$ cat src/rtl/pc_sequencer.sv
module pc_sequencer #(
  parameter int PC_W  = 32,
  parameter int IMM_W = 16,
  parameter int JF_W  = 26
) (
  input  logic             clk,
  input  logic             rst,
  input  logic [IMM_W-1:0] imm_field,
  input  logic [JF_W-1:0]  jump_field,
  input  logic             br_en,
  input  logic             jmp_en,
  input  logic             alu_zero,
  output logic [PC_W-1:0]  pc_o,
  output logic [PC_W-1:0]  pc_plus4_o
);
  localparam int HI_W  = PC_W - JF_W - 2;
  localparam int EXT_W = PC_W - IMM_W - 2;

  logic [PC_W-1:0] pc_q, br_tgt, jmp_tgt, pc_next;
  logic            take_br;

  assign pc_o       = pc_q;
  assign pc_plus4_o = pc_q + PC_W'(4);
  assign take_br    = br_en & alu_zero;
  assign br_tgt     = pc_plus4_o + {{EXT_W{imm_field[IMM_W-1]}}, imm_field, 2'b00};
  assign jmp_tgt    = {pc_plus4_o[PC_W-1 -: HI_W], jump_field, 2'b00};

  always_comb begin
    if (jmp_en)       pc_next = jmp_tgt;
    else if (take_br) pc_next = br_tgt;
    else              pc_next = pc_plus4_o;
  end

  always_ff @(posedge clk) begin
    if (rst) pc_q <= '0;
    else     pc_q <= pc_next;
  end

  assert_reset_zero_R1: assert property (@(posedge clk)
    rst |=> pc_o == '0);

  assert_seq_step_R3: assert property (@(posedge clk) disable iff (rst)
    (!br_en && !jmp_en) |=> pc_o == $past(pc_o) + PC_W'(4));

  assert_branch_taken_R4: assert property (@(posedge clk) disable iff (rst)
    (br_en && alu_zero && !jmp_en) |=>
      pc_o == $past(pc_o) + PC_W'(4)
              + {{EXT_W{$past(imm_field[IMM_W-1])}}, $past(imm_field), 2'b00});

  assert_branch_not_taken_R5: assert property (@(posedge clk) disable iff (rst)
    (!alu_zero && !jmp_en) |=> pc_o == $past(pc_o) + PC_W'(4));

  assert_jump_fields_R7: assert property (@(posedge clk) disable iff (rst)
    jmp_en |=> pc_o[1:0] == 2'b00 && pc_o[JF_W+1:2] == $past(jump_field));

  assert_jump_upper_R9: assert property (@(posedge clk) disable iff (rst)
    jmp_en |=> pc_o[PC_W-1 -: HI_W] == $past(pc_plus4_o[PC_W-1 -: HI_W]));

  assert_word_aligned_R4: assert property (@(posedge clk) disable iff (rst)
    1'b1 |=> pc_o[1:0] == 2'b00);
endmodule

$ cat config.mk
export PLATFORM = sky130hd
export DESIGN_NAME = pc_sequencer
export DESIGN_NICKNAME = d
export VERILOG_FILES = /design/src/rtl/pc_sequencer.sv
export SDC_FILE = /design/constraint.sdc
export NUM_CORES = 1
export LEC_CHECK = 0
export BUFFER_PORTS_ARGS = -buffer_cell sky130_fd_sc_hd__buf_4
export CAP_MARGIN = 20
export CORE_ASPECT_RATIO = 1.25
export CORE_UTILIZATION = 57
export DETAILED_ROUTE_END_ITERATION = 7
export PLACE_DENSITY = 0.92
export SYNTH_ARGS = -nofsm -noshare
export SYNTH_HDL_FRONTEND = slang
export SYNTH_SLANG_ARGS = --single-unit
$ cat constraint.sdc
create_clock -name clk -period 5.7 [get_ports clk]
set_clock_uncertainty 0.15 [all_clocks]
set_input_delay 0.57 -clock clk [delete_from_list [all_inputs] [get_ports clk]]
set_output_delay 0.57 -clock clk [all_outputs]
set_load 0.005 [all_outputs]
==> flow_summary.toml, run 1 <==
[yosys]
synth_flop_cell = "dfxtp_1"
ys_seq_area_frac = 0.170
async_flop_share = 0
synth_cells = 468
synthTopCellsByArea = "dfxtp_1, ha_1, xnor2_1, a21oi_1, nand2_1"
ys_ff_latch = 30
synth_cell_type_count = 69
syn_avg_cell_area_sq_um = 7.53
yosysTopAreaCellShare = 0.170
netlist.top_cell.by_area = "dfxtp_1"
netlist_area_sq_um = 3520
synth-edff-count = 0
yosys_warnings = 0

[cells_and_area]
layout-drive-gt1-share = 0.227
largest_register_ffs = 30
fin_area_sq_um = 4450
syn_to_final_growth_pct = 26.2
layout_common_cells = "buf_4, nand2_1, nor2_1, a21oi_1, ha_1"
final_nets = 651
final_common_cell = "buf_4"
diodes = 0

[grt]
grt_max_degree = 26
overflow = 0
grt_usage = 0.425
grt_antenna_before_repair = 0
grt_pass1_vias = 4427
grt_pass1_wl_mm = 21.4

[die]
core_sq_um = 5900
ioPinCount = 111
fp.dieH_um = 89.9
rows = 31
die_w_um = 72.3
initial_core_util = 0.598
dieArea_sq_um = 6500

[cts]
path_clk_slew_ps = 80
cts_root_buffer = "clkbuf_8"
cts_sinks = 30
insertion_delay_ps = 300
cts_tree = "done"
hold_buffers = 0
cts-buffers-inserted = 5
htree_levels = 2
clk_path_buf_depth = 2
cts_setup_buffers = 0
cts_resized = 0

[critical_path]
reg2reg_from = "pc_o[16]"
start_kind = "flip-flop"
crit-reg2reg-capture = "pc_o[31]"
end_kind = "flip-flop"
r2r_cells = 13
cp.arrival_ps = 4100
reg2reg_slack_ps = 1640
slowest_stage = "xnor2_1"
worstPathMaxFanout = 6
crit_top_cell = "o21ai_0"
worstPathRequired_ps = 5740
crit_path_cell_trace = "and4_1 > nand4_1 > nor2_1 > nand3_1 > xnor2_1 > ha_1 > o21ai_0 > o21bai_1 > a211oi_1 > o21ai_0 > o31a_1 > o311ai_1 > o41ai_1"
cp_slowest_stage_delay_ps = 520
setup.worst_path.class = "flip-flop to flip-flop"

[pwr]
power_leakage_nw = 1.97
seq_power_share = 0.291
intPower_mw = 0.499
power.switching_mw = 0.369
vdd_drop_max_mv = 0.141
switching_share = 0.425
power.density_nw_per_um2 = 195
clockPowerShare = 0.229
comb_power_share = 0.480

[min_path]
min-delay-path-class = "primary input to flip-flop"
hold_start = "jump_field[11]"
min_to = "pc_o[13]"
hold_depth = 2

[timing]
setup_viol = 0
setup_ws_ps = 1640
finalHoldViolCount = 0
rsz0062_at_grt = "false"
maxClockFrequency_mhz = 246
max-slew-margin-rel = 0.339
min_period_over_period = 0.713
fin_crit_ps = 4060
tns_ps = 0
worst_slew_pin_slew_ps = 991
maxSlewViolCount = 0

[routing]
dr.pass1.iters = 8
drc = 1
avgViaCountPerCell = 6.69
drt_iter0_markers = 408
ant_nets = 0
drt-total-wl_mm = 13.8
vias = 4350
wire_per_inst_um = 21.2

[placement]
globalplace.congestion = 1.02
numPortBuffers = 106
post-dp-hpwl_mm = 10.6
pre_cts_ws_ps = 1790
place_area_sq_um = 4350

[run_status]
violations = "DRC"
outcome = "finished with violations"

[run]
cap_violations = 0
-- routing by layer --
layer | track usage | routed length [um]
met5 | 0 | 0
met1 | 0.428 | 4780
met2 | 0.733 | 6700
met3 | 0.0998 | 1120
met4 | 0.328 | 1180
-- cells in the mapped netlist, types with 5 or more instances --
cell	number
nand4_1	12
xor2_1	16
o21bai_1	5
nand2_1	48
and4_1	5
and2_1	6
xnor2_1	25
nor3_1	11
nor2_1	41
o22ai_1	8
nand3_1	21
a31oi_1	7
ha_1	36
a21o_1	7
o21ai_0	30
a211oi_1	18
a21oi_1	40
clkbuf_1	10
inv_1	12
dfxtp_1	30
-- how the worst max path moves through the flow --
stage                   from        to  slack, ps  cells after the start
global route        pc_o[16]  pc_o[31]       1280                     13
global placement    pc_o[16]  pc_o[31]       1880                     13
floorplan            pc_o[8]  pc_o[31]       2330                     13
CTS                 pc_o[16]  pc_o[31]       1750                     13
finish              pc_o[16]  pc_o[31]       1640                     13
detailed placement  pc_o[16]  pc_o[31]       1790                     13
-- power by group through the flow --
| stage | clock network (mW) | registers, mW | logic [mW] |
|---|---|---|---|
| after CTS | 0.193 | 0.251 | 0.404 |
| final | 0.199 | 0.252 | 0.417 |
| after detailed placement | 0 | 0.255 | 0.401 |
| after floorplan | 0 | 0.252 | 0.247 |
| after global routing | 0.200 | 0.253 | 0.447 |
| after global placement | 0 | 0.254 | 0.394 |
-- area by class of cell --
| cell class | count | area, sq um |
|---|---|---|
| Clock inverter | 2 | 12.5 |
| Sequential cell | 30 | 601 |
| Inverter | 13 | 48.8 |
| Fill cell | 501 | 1450 |
| Tap cell | 82 | 103 |
| Timing Repair Buffer | 106 | 796 |
| Multi-Input combinational cell | 411 | 2810 |
| Clock buffer | 6 | 82.6 |
-- per-stage QoR --
| stage | utilization | hold slack [ps] | power [mW] | instances |
|---|---|---|---|---|
| 2_1_floorplan | - | 480 | 0.499 | 471 |
| 3_3_place_gp | 0.739 | 499 | 0.648 | 642 |
| 3_5_place_dp | 0.739 | 521 | 0.656 | 642 |
| 4_1_cts | 0.755 | 356 | 0.848 | 650 |
| 5_1_grt | 0.755 | 379 | 0.901 | 650 |
| 6_report | 0.755 | 350 | 0.868 | 650 |
-- kinds of logic after synthesis --
kind of cell / Yosys count / share of synthesized area
and+or+nand+nor: 167 / 0.240
muxes: 2 / 0.00568
xor gates and xnor gates: 42 / 0.106
AOI/OAI and AO/OA: 159 / 0.306
adders and majority gates: 37 / 0.133
DFF: 30 / 0.170
other: 1 / 0.00106
buffers and inverters: 30 / 0.0366
-- critical path, delay by kind of cell, from the launching register on --
family | cells | cell delay, ps
AOI/OAI and AO/OA | 7 | 1430
xor gates and xnor gates | 1 | 520
adders and majority gates | 1 | 430
DFF | 1 | 440
and+or+nand+nor | 4 | 960
No activity file was read; power rests on OpenSTA's default activity.
==> run 2: changes to the inputs <==
--- a/config.mk
+++ b/config.mk
@@ -8,9 +8,9 @@
 export BUFFER_PORTS_ARGS = -buffer_cell sky130_fd_sc_hd__buf_4
 export CAP_MARGIN = 20
 export CORE_ASPECT_RATIO = 1.25
-export CORE_UTILIZATION = 57
+export CORE_UTILIZATION = 48
 export DETAILED_ROUTE_END_ITERATION = 7
-export PLACE_DENSITY = 0.92
+export PLACE_DENSITY = 0.83
 export SYNTH_ARGS = -nofsm -noshare
 export SYNTH_HDL_FRONTEND = slang
 export SYNTH_SLANG_ARGS = --single-unit
==> constraint.sdc (replaced) <==
create_clock -name clk -period 3.4 [get_ports clk]
set_clock_uncertainty 0.15 [all_clocks]
set_input_delay 0.34 -clock clk [delete_from_list [all_inputs] [get_ports clk]]
set_output_delay 0.34 -clock clk [all_outputs]
set_load 0.005 [all_outputs]
==> run 2 against run 1 <==
The flow finishes with violations (setup timing). Cell area increased by 30%. Register-to-register slack got worse by 1800 ps. Clock power increased by 110%. Maximum frequency increased by 16%. Combinational power increased by 140%. First-iteration DRC count increased by 25%. Via count increased by 17%. Setup slack got worse by 1800 ps. Final cell count increased by 18%. Sequential power increased by 63%. Worst hold slack got worse by 230 ps. Sequential share of layout area decreased by 3.0 points. Critical endpoint unchanged. Highest routed layer unchanged.
==> flow_summary.toml, run 2 (same netlist as run 1, synthesis figures left out) <==
[timing]
maxClockFrequency_mhz = 285
rsz0062_at_grt = "true"
finalHoldViolCount = 0
tns_ps = -349
max-slew-margin-rel = 0.644
setup_viol = 4
holdWs_ps = 115
worst_slew_pin_slew_ps = 534
fin_crit_ps = 3510
min_period_over_period = 1.03
setup_ws_ps = -114
maxSlewViolCount = 0

[run_status]
outcome = "finished with violations"
violations = "setup timing"

[die]
rows = 34
fp.dieH_um = 97.8
die_w_um = 78.6
core_sq_um = 7020
ioPinCount = 111
dieArea_sq_um = 7690
initial_core_util = 0.502

[routing]
drt-total-wl_mm = 17.3
wire_per_inst_um = 22.6
ant_nets = 0
vias = 5107
avgViaCountPerCell = 6.68
dr.pass1.iters = 5
drt_iter0_markers = 510
drc = 0

[run]
cap_violations = 0

[critical_path]
r2r_cells = 16
cp.arrival_ps = 3580
reg2reg_slack_ps = -110
crit-reg2reg-capture = "pc_o[31]"
worstPathRequired_ps = 3460
setup.worst_path.class = "flip-flop to flip-flop"
worstPathMaxFanout = 3
reg2reg_from = "pc_o[19]"
end_kind = "flip-flop"
start_kind = "flip-flop"

[cts]
path_clk_slew_ps = 90
cts_root_buffer = "clkbuf_8"
cts_sinks = 30
htree_levels = 2
cts_tree = "done"
clk_path_buf_depth = 2
cts-buffers-inserted = 5
insertion_delay_ps = 330

[pwr]
power.density_nw_per_um2 = 315
power_leakage_nw = 2.62
vdd_drop_max_mv = 0.194

[cells_and_area]
final_nets = 759
syn_to_final_growth_pct = 63.6
layout-drive-gt1-share = 0.465
final_common_cell = "buf_4"
largest_register_ffs = 30
diodes = 0
layout_common_cells = "buf_4, nand2_1, nor2_1, a21oi_1, dfxtp_1"

[min_path]
hold_start = "jump_field[3]"
min-delay-path-class = "primary input to flip-flop"
min_to = "pc_o[5]"
hold_depth = 2

[grt]
grt_max_degree = 22
grt_usage = 0.400
overflow = 0
grt_antenna_before_repair = 0
grt_pass1_wl_mm = 23.4
grt_pass1_vias = 4741

[placement]
globalplace.congestion = 1.10
numPortBuffers = 106
post-dp-hpwl_mm = 11.8
## run 2: cell count changes in the layout (fill, tap and decap cells not counted), sizes merged
cell	previous run	this run
clkinvlp	1	0
buf	106	214
bufinv	0	1
clkinv	2	1
## run 2: per-layer routing
layer	up-vias	wire length (um)	track usage
met1	2295	5570	0.401
met4	0	1910	0.366
li1	2179	-	-
met5	-	0	0
met3	158	1720	0.0888
met2	475	8080	0.678
## run 2: through the flow
stage               total power [mW]  std cells  setup slack [ps]   util  instance area, sq um
CTS                             1.64        756              4.59  0.748                  5250
finish                          1.82        765              -114  0.822                  5770
detailed placement              1.24        743              -106  0.721                  5060
floorplan                      0.836        471              25.0      -                  3540
global route                    1.88        765              -289  0.822                  5770
global placement                1.23        743             -9.22  0.721                  5060
## run 2: critical path: stages (launching register included)
cell and delay, ps:
dfxtp_2 350, and4_1 240, nand4_1 130, buf_4 190
nor4_4 220, buf_6 170, buf_6 100, nand2_2 70
xnor2_2 180, ha_1 360, nand2_2 100, nor2_4 130
nand3_4 100, a2111oi_4 400, nor4_1 120, o311ai_1 280
o41ai_1 120
## run 2: layout make-up
cell class / instances / area (sq um)
clock inverter: 1 / 30.0
timing repair buffer: 214 / 1620
sequential: 30 / 606
inverter: 13 / 48.8
fill: 431 / 1250
multi-input combinational: 411 / 3270
clock buffer: 6 / 82.6
tap: 90 / 113
## run 2: worst max path at each step
stage                     depth (start not counted)  slack [ps]  startpoint        to
after floorplan                                  13          30     pc_o[8]  pc_o[31]
after global placement                           15          -9    pc_o[19]  pc_o[31]
after detailed placement                         14        -110     pc_o[2]  pc_o[21]
after CTS                                        14           5     pc_o[2]  pc_o[30]
after global routing                             15        -290    pc_o[19]  pc_o[29]
final                                            16        -110    pc_o[19]  pc_o[31]
## run 2: repair_timing
action,CTS,global route
hold buffers,0,0
endpoints found under the setup margin,6,15
buffers inserted,6,10
hold endpoints to repair,0,0
pin swaps,3,42
resized for setup,12,93
## run 2: report_power, final
group          leakage (nW)  switching (mW)  internal, mW
Clock                0.0573           0.176         0.235
Combinational          2.32           0.533         0.462
Sequential            0.250          0.0297         0.382
==> run 3: changes to the inputs <==
--- a/config.mk
+++ b/config.mk
@@ -10,7 +10,7 @@
 export CORE_ASPECT_RATIO = 1.25
 export CORE_UTILIZATION = 48
 export DETAILED_ROUTE_END_ITERATION = 7
-export PLACE_DENSITY = 0.83
+export PLACE_DENSITY = 0.79
 export SYNTH_ARGS = -nofsm -noshare
 export SYNTH_HDL_FRONTEND = slang
 export SYNTH_SLANG_ARGS = --single-unit
==> run 3 against run 2 <==
The run still ends with setup timing left. Sequential share of layout area up 0.15 points. Clock power down 26%. Sequential power about the same. Combinational power down 2.0%. Highest routed layer unchanged. Cell area down 0.17%. First-iteration DRC count down 25%. Maximum frequency down 0.24%. Critical path depth unchanged. Largest cell class unchanged. Count of clock-buffer cells in the layout up 1.
==> flow_summary.toml, run 3 (same netlist as run 1, synthesis figures left out) <==
[placement]
globalplace.congestion = 1.04
place_area_sq_um = 5020
post-dp-hpwl_mm = 11.8
pre_cts_ws_ps = -173
numPortBuffers = 106
dp_cells = 737

[pwr]
power_leakage_nw = 2.66
vdd_drop_max_mv = 0.212
power.density_nw_per_um2 = 294
total_power_mw = 1.69

[routing]
drt_iter0_markers = 382
wire_per_inst_um = 20.7
dr.pass1.iters = 5
drc = 0
vias = 4861
avgViaCountPerCell = 6.37
ant_nets = 0
drt-total-wl_mm = 15.8

[timing]
tns_ps = -225
maxClockFrequency_mhz = 284
rsz0062_at_grt = "true"
setup_viol = 3
finalHoldViolCount = 0
maxSlewViolCount = 0
setup_ws_ps = -122
fin_crit_ps = 3520
worst_slew_pin_slew_ps = 693
min_period_over_period = 1.04
max-slew-margin-rel = 0.538

[critical_path]
start_kind = "flip-flop"
crit_path_cell_trace = "and4_4 > nand3_2 > nor4_4 > buf_4 > buf_4 > nand2_4 > xnor2_4 > ha_4 > nand2_2 > nor2_2 > nand3_2 > a2111oi_4 > buf_4 > o31a_1 > o311ai_2 > o41ai_2"
crit_buf_inv = 3
cp.arrival_ps = 3560
setup.worst_path.class = "flip-flop to flip-flop"
crit_family = "simple AND/OR/NAND/NOR gates"
cp_slowest_stage_delay_ps = 440
end_kind = "flip-flop"
worstPathMaxFanout = 3
reg2reg_slack_ps = -120
worstPathRequired_ps = 3440
slowest_stage = "a2111oi_4"
crit_top_cell = "buf_4"

[min_path]
min-delay-path-class = "primary input to flip-flop"

[cts]
hold_buffers = 0
cts_sinks = 30
cts-buffers-inserted = 5
cts_tree = "done"
clk_path_buf_depth = 2
path_clk_slew_ps = 70
insertion_delay_ps = 290
htree_levels = 2
cts_root_buffer = "clkbuf_8"

[run_status]
violations = "setup timing"
outcome = "finished with violations"

[die]
rows = 34
fp.dieH_um = 97.8
core_sq_um = 7020
ioPinCount = 111
die_w_um = 78.6
dieArea_sq_um = 7690
initial_core_util = 0.502

[cells_and_area]
fin_cells = 763
fin_area_sq_um = 5760
syn_to_final_growth_pct = 63.4
layout_common_cells = "buf_4, nand2_1, nor2_1, a21oi_1, ha_1"
largest_register_ffs = 30
diodes = 0
final_common_cell = "buf_4"
final_nets = 756
layout-drive-gt1-share = 0.465

[grt]
grt_busiest_layer = "met2"
overflow = 0
grt_antenna_before_repair = 1
grt_usage = 0.385
grtUsageMet3 = 0.0626
grt_use_met2 = 0.686
grt_util_met1 = 0.392
grt_pass1_wl_mm = 22.6
grt_pass1_vias = 4716
grt_max_degree = 25

[run]
cap_violations = 0
==> run 3: layout make-up <==
class / instances / area (sq um)
clock buffer: 7 / 86.3
clock inverter: 1 / 5.00
fill: 451 / 1260
inverter: 13 / 48.8
multi-input combinational: 411 / 3300
sequential: 30 / 613
tap: 90 / 113
timing repair buffer: 211 / 1590
==> run 3: through the flow <==
step                 util  hold WS (ps)
floorplan               -           309
global placement    0.715           425
detailed placement  0.715           419
CTS                 0.740           122
global route        0.820           126
finish              0.820           125
==> run 3: metal layers <==
layer / share of wire / wire (um)
met2: 0.50 / 7920
met1: 0.34 / 5380
met4: 0.084 / 1330
met5: 0 / 0
met3: 0.076 / 1200
==> run 3: worst paths after layout <==
kind,from,endpoint,cells after the start
setup / recovery,pc_o[5],pc_o[31],16
hold / removal,jump_field[3],pc_o[5],2
setup reg to reg,pc_o[5],pc_o[31],16
hold reg to reg,pc_o[31],pc_o[31],3
==> run 3: worst register-to-register path: cells and delay by family (launching register included) <==
kind | cells | cell delay [ps]
flip-flops | 1 | 350
AND/OR/NAND/NOR | 7 | 1130
buffers and inverters | 3 | 480
XOR/XNOR | 1 | 170
adder cells (fa/ha/maj) | 1 | 290
AO/OA/AOI/OAI | 4 | 860
==> run 3: what timing repair did <==
action	in CTS	in global routing
setup endpoints to repair	9	13
gates resized for setup	20	89
pin swaps	2	40
setup buffers	1	17
gates cloned	0	0
==> run 3: power by group <==
part           switching, mW  internal [mW]  leakage, nW
combinational          0.515          0.460         2.36
sequential            0.0279          0.383        0.252
clock                  0.142          0.163       0.0482
total                  0.684           1.01         2.66
